`config.mk`:
```
export PLATFORM = sky130hd
export DESIGN_NAME = bank_addr_gen
export DESIGN_NICKNAME = d
export VERILOG_FILES = /design/src/rtl/bag_pkg.sv /design/src/rtl/bag_direct_calc.sv /design/src/rtl/bag_addr_mux.sv /design/src/rtl/bag_stage.sv /design/src/rtl/bank_addr_gen.sv
export SDC_FILE = /design/constraint.sdc
export NUM_CORES = 1
export LEC_CHECK = 0
export BUFFER_PORTS_ARGS = -buffer_cell sky130_fd_sc_hd__buf_2
export CORE_ASPECT_RATIO = 0.9
export CORE_MARGIN = 10
export CORE_UTILIZATION = 35
export DETAILED_ROUTE_END_ITERATION = 6
export GPL_TIMING_DRIVEN = 0
export PLACE_DENSITY = 0.61
export RECOVER_POWER = 50
export SLEW_MARGIN = 20
export SYNTH_ARGS = -nofsm -noshare
export SYNTH_HDL_FRONTEND = slang
export SYNTH_SLANG_ARGS = --single-unit
```
`constraint.sdc`:
```
create_clock -name clk -period 8.2 [get_ports clk]
set_clock_uncertainty 0.2 [all_clocks]
set_input_delay 1.64 -clock clk [delete_from_list [all_inputs] [get_ports clk]]
set_output_delay 1.64 -clock clk [all_outputs]
set_load 0.1 [all_outputs]
```
`src/rtl/bag_pkg.sv`:
```
package bag_pkg;

    typedef enum logic [2:0] {
        CLS_FETCH  = 3'd0,
        CLS_DATA   = 3'd1,
        CLS_DIRECT = 3'd2,
        CLS_STACK  = 3'd3,
        CLS_LONG   = 3'd4
    } acc_class_e;

endpackage

```
`src/rtl/bag_direct_calc.sv`:
```
module bag_direct_calc #(
    parameter int ADDR_W = 16,
    parameter int DPO_W  = 8
) (
    input  logic [ADDR_W-1:0] dp,
    input  logic [DPO_W-1:0]  offset,
    input  logic [ADDR_W-1:0] idx,
    output logic [ADDR_W-1:0] dp_addr,
    output logic              misaligned
);

    // Sum wraps within the low 16 bits; bank is forced elsewhere.
    always_comb begin
        dp_addr    = dp + ADDR_W'(offset) + idx;
        misaligned = (dp[DPO_W-1:0] != '0);
    end

endmodule

```
`src/rtl/bag_addr_mux.sv`:
```
module bag_addr_mux
    import bag_pkg::*;
#(
    parameter int ADDR_W = 16,
    parameter int BANK_W = 8,
    parameter int DPO_W  = 8,
    localparam int FULL_W = ADDR_W + BANK_W
) (
    input  logic [2:0]        acc_class,
    input  logic [ADDR_W-1:0] pc,
    input  logic [ADDR_W-1:0] base,
    input  logic [ADDR_W-1:0] idx,
    input  logic [ADDR_W-1:0] dp,
    input  logic [ADDR_W-1:0] sp,
    input  logic [BANK_W-1:0] pbr,
    input  logic [BANK_W-1:0] dbr,
    input  logic [BANK_W-1:0] long_bank,
    output logic [FULL_W-1:0] addr,
    output logic              dp_penalty
);

    logic [ADDR_W-1:0] dp_addr;
    logic              dp_misaligned;
    logic [FULL_W-1:0] data_sum;
    logic [FULL_W-1:0] long_sum;
    logic              unused_base_hi;

    assign unused_base_hi = ^base[ADDR_W-1:DPO_W];

    bag_direct_calc #(
        .ADDR_W (ADDR_W),
        .DPO_W  (DPO_W)
    ) u_direct (
        .dp         (dp),
        .offset     (base[DPO_W-1:0]),
        .idx        (idx),
        .dp_addr    (dp_addr),
        .misaligned (dp_misaligned)
    );

    // Full-width sums so the carry out of the offset reaches the bank.
    always_comb begin
        data_sum = {dbr, {ADDR_W{1'b0}}} + FULL_W'(base) + FULL_W'(idx);
        long_sum = {long_bank, base} + FULL_W'(idx);
    end

    always_comb begin
        dp_penalty = 1'b0;
        case (acc_class)
            CLS_FETCH:  addr = {pbr, pc};
            CLS_DIRECT: begin
                addr       = {{BANK_W{1'b0}}, dp_addr};
                dp_penalty = dp_misaligned;
            end
            CLS_STACK:  addr = {{BANK_W{1'b0}}, sp};
            CLS_LONG:   addr = long_sum;
            default:    addr = data_sum;
        endcase
    end

endmodule

```
`src/rtl/bag_stage.sv`:
```
module bag_stage #(
    parameter int FULL_W = 24
) (
    input  logic              clk,
    input  logic              rst_n,
    input  logic              in_valid,
    input  logic [FULL_W-1:0] addr_d,
    input  logic              pen_d,
    output logic              out_valid,
    output logic [FULL_W-1:0] addr_q,
    output logic              pen_q
);

    always_ff @(posedge clk) begin
        if (!rst_n) begin
            out_valid <= 1'b0;
            addr_q    <= '0;
            pen_q     <= 1'b0;
        end else begin
            out_valid <= in_valid;
            pen_q     <= in_valid & pen_d;
            if (in_valid) begin
                addr_q <= addr_d;
            end
        end
    end

    // valid follows the request by one cycle
    p_valid_follow_r8: assert property (@(posedge clk) disable iff (!rst_n)
        in_valid |=> out_valid);
    p_idle_r8: assert property (@(posedge clk) disable iff (!rst_n)
        !in_valid |=> (!out_valid && !pen_q && $stable(addr_q)));

endmodule

```
`src/rtl/bank_addr_gen.sv`:
```
module bank_addr_gen
    import bag_pkg::*;
#(
    parameter int ADDR_W = 16,
    parameter int BANK_W = 8,
    parameter int DPO_W  = 8,
    parameter bit REGISTERED = 1'b1,
    localparam int FULL_W = ADDR_W + BANK_W
) (
    input  logic              clk,
    input  logic              rst_n,
    input  logic              in_valid,
    input  logic [2:0]        acc_class,
    input  logic [ADDR_W-1:0] pc,
    input  logic [ADDR_W-1:0] base,
    input  logic [ADDR_W-1:0] idx,
    input  logic [ADDR_W-1:0] dp,
    input  logic [ADDR_W-1:0] sp,
    input  logic [BANK_W-1:0] pbr,
    input  logic [BANK_W-1:0] dbr,
    input  logic [BANK_W-1:0] long_bank,
    output logic              out_valid,
    output logic [FULL_W-1:0] out_addr,
    output logic              out_dp_penalty
);

    logic [FULL_W-1:0] addr_c;
    logic              pen_c;

    bag_addr_mux #(
        .ADDR_W (ADDR_W),
        .BANK_W (BANK_W),
        .DPO_W  (DPO_W)
    ) u_mux (
        .acc_class  (acc_class),
        .pc         (pc),
        .base       (base),
        .idx        (idx),
        .dp         (dp),
        .sp         (sp),
        .pbr        (pbr),
        .dbr        (dbr),
        .long_bank  (long_bank),
        .addr       (addr_c),
        .dp_penalty (pen_c)
    );

    generate
        if (REGISTERED) begin : g_reg
            bag_stage #(
                .FULL_W (FULL_W)
            ) u_stage (
                .clk       (clk),
                .rst_n     (rst_n),
                .in_valid  (in_valid),
                .addr_d    (addr_c),
                .pen_d     (pen_c),
                .out_valid (out_valid),
                .addr_q    (out_addr),
                .pen_q     (out_dp_penalty)
            );

            // fetch keeps the program bank even when pc wraps
            p_fetch_bank_r2: assert property (@(posedge clk) disable iff (!rst_n)
                (in_valid && acc_class == CLS_FETCH) |=>
                    (out_addr == {$past(pbr), $past(pc)}));
            // data bank may rise by at most one through index carry
            p_data_bank_r3: assert property (@(posedge clk) disable iff (!rst_n)
                (in_valid && acc_class == CLS_DATA) |=>
                    (out_addr[FULL_W-1:ADDR_W] == $past(dbr) ||
                     out_addr[FULL_W-1:ADDR_W] == BANK_W'($past(dbr) + 1'b1)));
            // direct page lands in bank zero
            p_direct_bank_r5: assert property (@(posedge clk) disable iff (!rst_n)
                (in_valid && acc_class == CLS_DIRECT) |=>
                    (out_addr[FULL_W-1:ADDR_W] == '0));
            // stack lands in bank zero at the stack pointer
            p_stack_bank_r6: assert property (@(posedge clk) disable iff (!rst_n)
                (in_valid && acc_class == CLS_STACK) |=>
                    (out_addr == {{BANK_W{1'b0}}, $past(sp)}));
            // penalty only for a direct page request
            p_penalty_r7: assert property (@(posedge clk) disable iff (!rst_n)
                out_dp_penalty |-> (out_valid && $past(acc_class) == CLS_DIRECT));
        end else begin : g_comb
            logic unused_clk;
            assign unused_clk     = clk ^ rst_n;
            assign out_valid      = in_valid;
            assign out_addr       = addr_c;
            assign out_dp_penalty = in_valid & pen_c;
        end
    endgenerate

endmodule

```
Word level (Yosys, flattened, before mapping)
Index checks and enable logic that the tools add are counted.
{ "totals": {"ff_bits": 26, "in_bits": 110, "output_inout_bits": 26, "wordCells": 16} }
{ "classes": {"n_addsub": 5, "eq_ne": 3, "mux": 2, "bitwise_logic": 1, "reduce_logical": 2} }
{ "ops": {"columns": ["op", "n"], "rows": [
  ["one-hot mux 24 bit (4 select lines)", 1],
  ["adder 24 x 16 -> 24 bit", 3],
  ["adder 16 bit", 1],
  ["adder 16 x 8 -> 16 bit", 1],
  ["nonzero test 8 bit", 1],
  ["== test 3 x 2 -> 1 bit (second input constant)", 2],
  ["== test 3 bit (second input constant)", 1],
  ["logical NOT 3 bit", 1],
  ["bitwise AND 1 bit", 1],
  ["two-way mux 1 bit", 1]
]} }

Logic depth before layout (Yosys ltp)
Gate-level depths: netlist of run 1.
{ "logic_depth": {"word_depth": 3, "depth_mapped": 14, "ltp_nobuf": 14} }

Modules after synthesis
A second synthesis of run 1 with hierarchy kept.
{ "hier_totals": {"hier_cells": 444, "area_unflattened_um2": 3804.9} }
{ "by_module_without_submodules": {"columns": ["mod", "instances", "cells_per_inst", "area_each_um2"], "rows": [
  ["bag_addr_mux", 1, 235, 1705.4],
  ["bag_direct_calc", 1, 128, 1117.3],
  ["bag_stage", 1, 81, 982.2]
]} }

Least setup slack after synthesis of run 1
Ideal clock, no wire load.
{ "synth_timing": {"path_kind": "input-to-reg", "startpoint": "in base[1]", "endpoint": "reg g_reg.u_stage.addr_q[11]", "arrival_time_ns": 3.862, "required_ns": 7.880, "slack_ns": 4.018, "stages": 14, "path_cell_list": "inv_1 fa_1 inv_1 ha_1 inv_1 fa_1 nor2b_1 o21ai_1 a21oi_1 o311ai_1 nand2_1 a21oi_1 nor4b_1 a211o_1"} }
{ "synth_between": {"elab_chain_len": 3, "word_cells_on_any_way": 6, "classes_between": "5 x add/sub; 1 x mux"} }
{ "synth_rtl": {"columns": ["item", "line", "rtl"], "rows": [
  ["start: declaration", "bank_addr_gen.sv:15", "input logic [ADDR_W-1:0] base,"],
  ["adder 24 x 16 -> 24 bit or adder 16 x 8 -> 16 bit (tied branches)", "bag_addr_mux.sv:43, bag_direct_calc.sv:14", null],
  ["adder 24 x 16 -> 24 bit or adder 16 bit (tied branches)", "bag_addr_mux.sv:43, bag_direct_calc.sv:14", null],
  ["one-hot mux 24 bit (4 select lines) *", "bag_addr_mux.sv:49", "case (acc_class)"],
  ["end signal: assignment", "bag_stage.sv:23", "addr_q <= addr_d;"],
  ["end: declaration", "bag_stage.sv:10", "output logic [FULL_W-1:0] addr_q,"]
]} }
Every way passes the cells marked *; elsewhere a longest branch is shown, timed or not.
A chain may end at the register's enable or synchronous reset.

Final worst setup path of run 1
Same ends and word-level chain as after synthesis.

==> impl_metrics.ini, run 1 <==
[final_layout]
nets = 713
layout_commonest_cell = buf_2
syn2layout_area_growth_pct = 24.3
layout_common_cells = buf_2 (106), a21oi_1 (40), clkbuf_1 (39), ha_1 (37), o21ai_0 (32)
drive_gt1_frac = 0.234
num_antenna_cells = 0

[logic_synthesis]
synth_edf_count = 0
synth_cell_type_count = 64
synth_area_leader_cell = dfxtp_1
yosys-top-cells-area = dfxtp_1 (15%), ha_1 (14%), a21oi_1 (5.9%)
postSynthAreaPerCell_sq_um = 8.09
synth_nets = 577
ys_dominant_reg_cell = dfxtp_1
async_flop_share = 0
yosys_warnings = 0
ys_ff_latch = 26
synth_area_sq_mm = 0.00340
synthDominantCellAreaShare = 0.153
ys_seq_area_frac = 0.153
synth_cells = 420

[timing]
finalCritPeriodShare = 0.528
worst_pin_slew_ns = 1.25
max_freq_mhz = 231
fin_ws_ns = 3.87
hold_viol = 0
setup_viol_count_final = 0
fin_crit_ns = 4.33
slew_headroom = 0.173
finalMaxSlewViolations = 0
rsz0062_at_grt = no
setup_tns_ns = 0

[clock_network]
clkSlewWorstSetupHoldPaths_ns = 0.11
cts_made_buffers = 3
hold_buffers = 0
clock_latency_ns = 0.28
cts_tree = done
cts_max_level = 1
clkSinkCount = 26
clock_path_buffers = 2
root_buffer = clkbuf_8
post_cts_buffers = 0
cts_resized = 0

[status]
violations = DRC
status = finished with violations

[global_route]
grt_pass1_vias = 3915
grt_use_total = 0.173
overflow = 0
antenna_found_initial = 0
grt_first_pass_wirelength_um = 19800
grt_max_degree = 15

[power]
p_leak_uw = 0.00190
swShare = 0.493
intPower_uw = 305
cellPowerDensity_mw_per_mm2 = 142
ir_worst_vdd_mv = 0.0830
p_clk_frac = 0.147
seq_power_share = 0.240
combPwrFrac = 0.613
switchingPower_uw = 296

[worst_setup_path]
critPathBufInv = 4
crit_path_top_delay_cell = fa_1
cp_top_family = compound AO/OA/AOI/OAI gates
cp_max_fo = 3
path_common_cell = inv_1
start_kind = input pin
crit_path_max_incr_delay_ns = 0.53
end_kind = flip-flop
cp.required_ns = 8.18
worstPathCellList = buf_2, inv_1, fa_1, inv_1, ha_1, inv_1, fa_1, nor2b_1, o21ai_1, a21oi_1, o311ai_1, nand2_1, a21oi_1, nor4b_1, a211o_1
critPathArrivalTime_ns = 4.31
path_class = in -> reg

[placed_design]
port_buffers = 131
dpl_worst_slack_ns = 3.55
dpl.hpwl_um = 10600
place_congestion = 0.871

[route]
drc = 1
dr.pass1.iters = 7
viasPerCell = 5.54
drtIter0Drc = 197
vias = 3773
wl_per_cell_um = 18.4
totalWireLength_um = 12500
ant_nets = 0

[floorplanning]
die_h_um = 113
dieArea_sq_mm = 0.0141
die_w_um = 124
rows = 34
io_pins = 136
initial_core_util = 0.355
core-area_sq_mm = 0.00957

[hold_path]
hold_path_class = reg -> reg

[run]
maxCapViolCount = 0
synthesized netlist by cell type (all sizes together) (7+ instances only):
master,instances
nand2,26
nand3,12
o21ai,41
a221o,7
a31oi,22
a21oi,40
fa,10
a221oi,8
ha,37
a21o,10
clkbuf,17
inv,18
xnor2,19
dfxtp,26
nor2,20
and3,10
o21a,7
nor3,11
sequential cells by signal (all words and copies together) (netlist names):
register,cells
g_reg.u_stage.addr_q,24
g_reg.u_stage.out_valid,1
g_reg.u_stage.pen_q,1
power groups by stage:
| stage | combinational [uW] | sequential (uW) | clock (uW) |
|---|---|---|---|
| 5_1_grt | 402 | 145 | 93.2 |
| 2_1_floorplan | 189 | 226 | 0 |
| 3_3_place_gp | 366 | 146 | 0 |
| 4_1_cts | 371 | 144 | 90.5 |
| 6_report | 368 | 144 | 88.5 |
| 3_5_place_dp | 369 | 147 | 0 |
layer usage:
layer	wire, um	GRT usage
met5	0	0
met1	5610	0.226
met2	6000	0.291
met4	120	0.0310
met3	816	0.0292
cell families after synthesis:
logic type,count (synthesis),share of synthesized area
compound gates,176,0.367
xor+xnor,25,0.0644
fa+ha+maj,47,0.195
buf+inv,37,0.0548
flops,26,0.153
mux,3,0.00920
simple gates,106,0.157
through the flow:
step | cell area, sq um | utilization | std cells | power, uW | hold WS, ns
finish | 4230 | 0.442 | 681 | 600 | 0.301
detailed placement | 4210 | 0.440 | 677 | 516 | 0.270
global route | 4230 | 0.442 | 681 | 641 | 0.341
CTS | 4270 | 0.446 | 681 | 605 | 0.296
global placement | 4210 | 0.440 | 677 | 512 | 0.258
floorplan | 3400 | - | 420 | 414 | 0.786
final cells by class:
cell class	instances	area [sq um]
sequential	26	520
buffer	19	109
tap	126	158
inverter	18	67.6
timing repair buffer	131	624
multi-input combinational	357	2690
clock buffer	4	55.1
fill	1011	5350
worst paths after layout:
check                                                           start                                     to  slack, ns  depth (start not counted)
worst min register to register   g_reg.u_stage.addr_q[2]$_SDFFE_PN0P_   g_reg.u_stage.addr_q[2]$_SDFFE_PN0P_       0.30                          1
worst min-delay path             g_reg.u_stage.addr_q[2]$_SDFFE_PN0P_   g_reg.u_stage.addr_q[2]$_SDFFE_PN0P_       0.30                          1
worst max register to register  g_reg.u_stage.addr_q[11]$_SDFFE_PN0P_  g_reg.u_stage.addr_q[11]$_SDFFE_PN0P_       6.99                          3
worst max-delay path                                          base[1]  g_reg.u_stage.addr_q[11]$_SDFFE_PN0P_       3.87                         15
No activity file was read; power rests on OpenSTA's default activity.
==> inputs of run 2 (changes only) <==
--- a/config.mk
+++ b/config.mk
@@ -5,6 +5,7 @@
 export SDC_FILE = /design/constraint.sdc
 export NUM_CORES = 1
 export LEC_CHECK = 0
+export ABC_AREA = 1
 export BUFFER_PORTS_ARGS = -buffer_cell sky130_fd_sc_hd__buf_2
 export CORE_ASPECT_RATIO = 0.9
 export CORE_MARGIN = 10
==> constraint.sdc (replaced) <==
create_clock -name clk -period 3.7 [get_ports clk]
set_clock_uncertainty 0.2 [all_clocks]
set_input_delay 0.74 -clock clk [delete_from_list [all_inputs] [get_ports clk]]
set_output_delay 0.74 -clock clk [all_outputs]
set_load 0.1 [all_outputs]
==> run 2 against run 1 <==
The run now ends clean. First-iteration DRC count increased by 82%. Clock power increased to 3.6 times the previous value. Clock-buffer cell count is 1 lower. Wire length rose by 24%. Critical path depth rose by 3. Die area grew 17%. Largest cell class unchanged. Largest power group unchanged.
==> impl_metrics.ini, run 2 <==
[worst_setup_path]
critPathArrivalTime_ns = 3.29
end_kind = flip-flop
start_kind = input pin
cp_max_fo = 4
path_class = in -> reg
cp.required_ns = 3.65

[logic_synthesis]
synth_area_sq_mm = 0.00409
synthDominantCellAreaShare = 0.172
synth_cell_type_count = 41
postSynthAreaPerCell_sq_um = 5.87
synth_area_leader_cell = nand2_1
ys_seq_area_frac = 0.127
yosys-top-cells-area = nand2_1 (17%), dfxtp_1 (13%), ha_1 (11%)
async_flop_share = 0
yosys_warnings = 0
synth_edf_count = 0
ys_ff_latch = 26
synth_cells = 697
yosys.cell_count.top_type = nand2_1
ys_dominant_reg_cell = dfxtp_1
synth_commonest_cells = nand2_1 (187), inv_1 (86), nor2_1 (73)
synth_nets = 854

[clock_network]
clkSlewWorstSetupHoldPaths_ns = 0.06
cts_tree = done
clkSinkCount = 26
clock_latency_ns = 0.27
root_buffer = clkbuf_16
cts_resized = 0
clock_path_buffers = 2
post_cts_buffers = 0
hold_buffers = 0
cts_max_level = 1
cts_made_buffers = 3

[global_route]
grt_pass1_vias = 4920
grt_first_pass_wirelength_um = 24800
antenna_found_initial = 0
grt_max_degree = 16
overflow = 0
grt_use_total = 0.185

[final_layout]
top_regs = g_reg.u_stage.addr_q x24, g_reg.u_stage.out_valid x1, g_reg.u_stage.pen_q x1
layout_common_cells = nand2_1 (187), buf_2 (113), inv_1 (86), nor2_1 (73), nand3_1 (66)
regMostFlops = g_reg.u_stage.addr_q
largest_reg_flops = 24
nets = 992
fill_cells = 1313
layout_commonest_cell = nand2_1
num_antenna_cells = 0
drive_gt1_frac = 0.193
syn2layout_area_growth_pct = 22.7

[route]
drc = 0
totalWireLength_um = 15600
viasPerCell = 4.95
dr.pass1.iters = 5
wl_per_cell_um = 15.7
drtIter0Drc = 358
vias = 4905
ant_nets = 0

[timing]
rsz0062_at_grt = no
finalHoldWorstSlack_ns = 0.277
fin_crit_ns = 3.34
finalMaxSlewViolations = 0
max_freq_mhz = 300
hold_viol = 0
slew_headroom = 0.193
worst_pin_slew_ns = 1.22
setup_viol_count_final = 0
finalCritPeriodShare = 0.902
setup_tns_ns = 0

[status]
status = complete, no violations

[floorplanning]
io_pins = 136
dieArea_sq_mm = 0.0164
rows = 37
core-area_sq_mm = 0.0114
die_h_um = 123
die_w_um = 134
initial_core_util = 0.358

[power]
intPower_uw = 769
switchingPower_uw = 712
cellPowerDensity_mw_per_mm2 = 295
p_leak_uw = 0.00263
ir_worst_vdd_mv = 0.228
p_clk_frac = 0.218
combPwrFrac = 0.569
seq_power_share = 0.213
swShare = 0.481

[placed_design]
place_congestion = 0.961
port_buffers = 133
dpl.hpwl_um = 13700

[run]
maxCapViolCount = 0

[hold_path]
hold_path_class = reg -> reg
==> run 2: cell count changes after synthesis, sizes merged, moves of 11 or more <==
cell    previous run  this run
a31oi             22         5
o21ai             41        58
inv               18        95
nand3             12        70
nand4              3        14
xnor2             19         8
nand2             26       200
clkbuf            17         4
nor2              20        81
==> run 2: power by group through the flow <==
stage / registers [uW] / clock network (uW) / logic [uW]
after global placement: 320 / 0 / 842
after CTS: 314 / 323 / 847
final: 315 / 322 / 843
after global routing: 318 / 332 / 934
after detailed placement: 320 / 0 / 843
after floorplan: 494 / 0 / 429
==> run 2: per-layer routing <==
| metal | wire length, um | global-route usage |
|---|---|---|
| met1 | 7310 | 0.254 |
| met2 | 6930 | 0.308 |
| met3 | 1230 | 0.0253 |
| met4 | 128 | 0.0299 |
| met5 | 0 | 0 |
==> run 2: area by class of cell <==
cell class / instances / area [sq um] / share of cell area
multi-input combinational: 563 / 3140 / 0.625
tap: 156 / 195 / 0.0389
inverter: 96 / 360 / 0.0718
clock buffer: 3 / 75.1 / 0.0150
sequential: 26 / 520 / 0.104
buffer: 12 / 63.8 / 0.0127
timing repair buffer: 133 / 636 / 0.127
clock inverter: 1 / 30.0 / 0.00599
==> run 2: stage by stage <==
stage / setup slack (ns) / std cells / util / instance area (sq um) / power, uW
global placement: 0.127 / 986 / 0.433 / 4950 / 1160
floorplan: 0.649 / 697 / - / 4090 / 922
CTS: 0.391 / 990 / 0.442 / 5060 / 1480
detailed placement: 0.125 / 986 / 0.433 / 4950 / 1160
finish: 0.364 / 990 / 0.439 / 5020 / 1480
global route: 0.143 / 990 / 0.439 / 5020 / 1580
==> run 2: cells by family after synthesis <==
family                   after synthesis  share of synthesized area
AND/OR/NAND/NOR                      382                      0.410
AO/OA/AOI/OAI                        122                      0.169
buffers and inverters                108                      0.106
adder cells (fa/ha/maj)               47                      0.162
flip-flops                            26                      0.127
XOR/XNOR                              12                     0.0257
==> run 2: critical path, stage by stage <==
cell	delay (ns)
buf_2	0.12
inv_1	0.06
fa_1	0.46
inv_1	0.06
ha_1	0.17
inv_1	0.06
fa_1	0.39
nand3b_1	0.20
nand3_1	0.14
nand2_1	0.07
nand2_1	0.14
nand3b_1	0.11
nand2_1	0.07
nand2_1	0.04
nand3_1	0.10
nand3_1	0.08
nor2_1	0.19
nor2_1	0.07
==> run 2: worst paths after layout <==
check,startpoint,end,depth (start not counted),slack (ns)
max,base[1],g_reg.u_stage.addr_q[15]$_SDFFE_PN0P_,18,0.36
min,g_reg.u_stage.addr_q[21]$_SDFFE_PN0P_,g_reg.u_stage.addr_q[21]$_SDFFE_PN0P_,2,0.28
max reg2reg,g_reg.u_stage.addr_q[4]$_SDFFE_PN0P_,g_reg.u_stage.addr_q[4]$_SDFFE_PN0P_,1,2.83
min reg2reg,g_reg.u_stage.addr_q[21]$_SDFFE_PN0P_,g_reg.u_stage.addr_q[21]$_SDFFE_PN0P_,2,0.28
==> inputs of run 3 (changes only) <==
--- a/config.mk
+++ b/config.mk
@@ -12,8 +12,7 @@
 export CORE_UTILIZATION = 35
 export DETAILED_ROUTE_END_ITERATION = 6
 export GPL_TIMING_DRIVEN = 0
-export PLACE_DENSITY = 0.61
-export RECOVER_POWER = 50
+export PLACE_DENSITY = 0.57
 export SLEW_MARGIN = 20
 export SYNTH_ARGS = -nofsm -noshare
 export SYNTH_HDL_FRONTEND = slang
==> run 3 against run 2 <==
Maximum frequency up 0.10%. Critical endpoint unchanged. Wire length grew 3.6%. Combinational power increased by 1%. Worst hold slack worse by 0.0049 ns. Register-to-register slack lost 0.03 ns. Final area up 0.77%. Clock-buffer cell count stayed put. Sequential power is essentially flat. Clock power decreased by 2%.
==> impl_metrics.ini, run 3 (synthesis results as in run 2) <==
[clock_network]
cts_resized = 0
clkSinkCount = 26
post_cts_buffers = 0
cts_made_buffers = 3
clock_latency_ns = 0.26
cts_tree = done
hold_buffers = 0
clock_path_buffers = 2
clkSlewWorstSetupHoldPaths_ns = 0.07
cts_max_level = 1
root_buffer = clkbuf_16

[worst_setup_path]
cp_max_fo = 4
rrSetupSlack_ns = 2.80
path_class = in -> reg
crit_path_max_incr_delay_ns = 0.47
start_kind = input pin
crit_path_top_delay_cell = fa_1
critPathBufInv = 4
path_common_cell = nand2_1
worstPathCellList = buf_2, inv_1, fa_1, inv_1, ha_1, inv_1, fa_1, nand3b_1, nand3_1, nand2_1, nand2_1, nand3b_1, nand2_1, nand2_1, nand3_1, nand3_1, nor2_1, nor2_1
end_kind = flip-flop
cp.required_ns = 3.65
cp_top_family = simple AND/OR/NAND/NOR gates
critPathArrivalTime_ns = 3.28

[route]
drtIter0Drc = 401
drc = 0
viasPerCell = 5.00
dr.pass1.iters = 5
wl_per_cell_um = 16.3
ant_nets = 0
vias = 4950
totalWireLength_um = 16200

[global_route]
grt_use_total = 0.194
overflow = 0
grt_first_pass_wirelength_um = 26000
antenna_found_initial = 0
grt_pass1_vias = 5113
grt_max_degree = 16

[run]
maxCapViolCount = 0

[floorplanning]
io_pins = 136
rows = 37
initial_core_util = 0.358
die_h_um = 123
die_w_um = 134
dieArea_sq_mm = 0.0164
core-area_sq_mm = 0.0114

[final_layout]
drive_gt1_frac = 0.224
layout_commonest_cell = nand2_1
largest_reg_flops = 24
num_antenna_cells = 0
regMostFlops = g_reg.u_stage.addr_q
stdcell_area_sq_mm = 0.00506
top_regs = g_reg.u_stage.addr_q x24, g_reg.u_stage.out_valid x1, g_reg.u_stage.pen_q x1
layout_common_cells = nand2_1 (187), buf_2 (138), inv_1 (86), nor2_1 (73), nand3_1 (66)
syn2layout_area_growth_pct = 23.6
nets = 992
fin_util = 0.442

[timing]
slew_headroom = 0.548
setup_viol_count_final = 0
finalMaxSlewViolations = 0
worst_pin_slew_ns = 0.676
finalCritPeriodShare = 0.901
hold_viol = 0
rsz0062_at_grt = no
max_freq_mhz = 300
setup_tns_ns = 0
finalHoldWorstSlack_ns = 0.272
fin_crit_ns = 3.33

[placed_design]
dpl.hpwl_um = 14300
placed_area_sq_mm = 0.00495
port_buffers = 133
place_congestion = 0.965

[power]
power.total_uw = 1490
ir_worst_vdd_mv = 0.177
cellPowerDensity_mw_per_mm2 = 294
p_leak_uw = 0.00273

[hold_path]
hold_path_class = reg -> reg

[status]
status = complete, no violations
==> run 3: worst register-to-register path: cells and delay by family (launching register included) <==
family | cells | cell delay [ns]
flip-flops | 1 | 0.34
AO/OA/AOI/OAI | 2 | 0.28
==> run 3: per-stage QoR <==
stage          cells  setup WS [ns]
2_1_floorplan    697          0.649
3_3_place_gp     986          0.165
3_5_place_dp     986          0.125
4_1_cts          990          0.387
5_1_grt          990          0.140
6_report         990          0.367
==> run 3: power by group <==
| group | internal [uW] | switching (uW) |
|---|---|---|
| Sequential | 304 | 11.4 |
| Combinational | 257 | 599 |
| Clock | 215 | 99.0 |
| Total | 776 | 709 |
==> run 3: worst paths after layout <==
kind / from / end / cells past startpoint
worst max register to register: g_reg.u_stage.addr_q[1]$_SDFFE_PN0P_ / g_reg.u_stage.addr_q[1]$_SDFFE_PN0P_ / 2
worst max-delay path: base[1] / g_reg.u_stage.addr_q[15]$_SDFFE_PN0P_ / 18
worst min register to register: g_reg.u_stage.addr_q[21]$_SDFFE_PN0P_ / g_reg.u_stage.addr_q[21]$_SDFFE_PN0P_ / 2
worst min-delay path: g_reg.u_stage.addr_q[21]$_SDFFE_PN0P_ / g_reg.u_stage.addr_q[21]$_SDFFE_PN0P_ / 2
==> run 3: layout make-up <==
class	count	area, sq um
Multi-Input combinational cell	563	3140
Fill cell	1275	6380
Timing Repair Buffer	133	666
Clock buffer	3	75.1
Clock inverter	1	30.0
Tap cell	156	195
Sequential cell	26	520
Buffer	12	72.6
Inverter	96	360
==> run 3: routing by layer <==
metal,routed length [um],track usage
met5,0,0
met4,136,0.0279
met3,957,0.0225
met2,7110,0.318
met1,7950,0.274
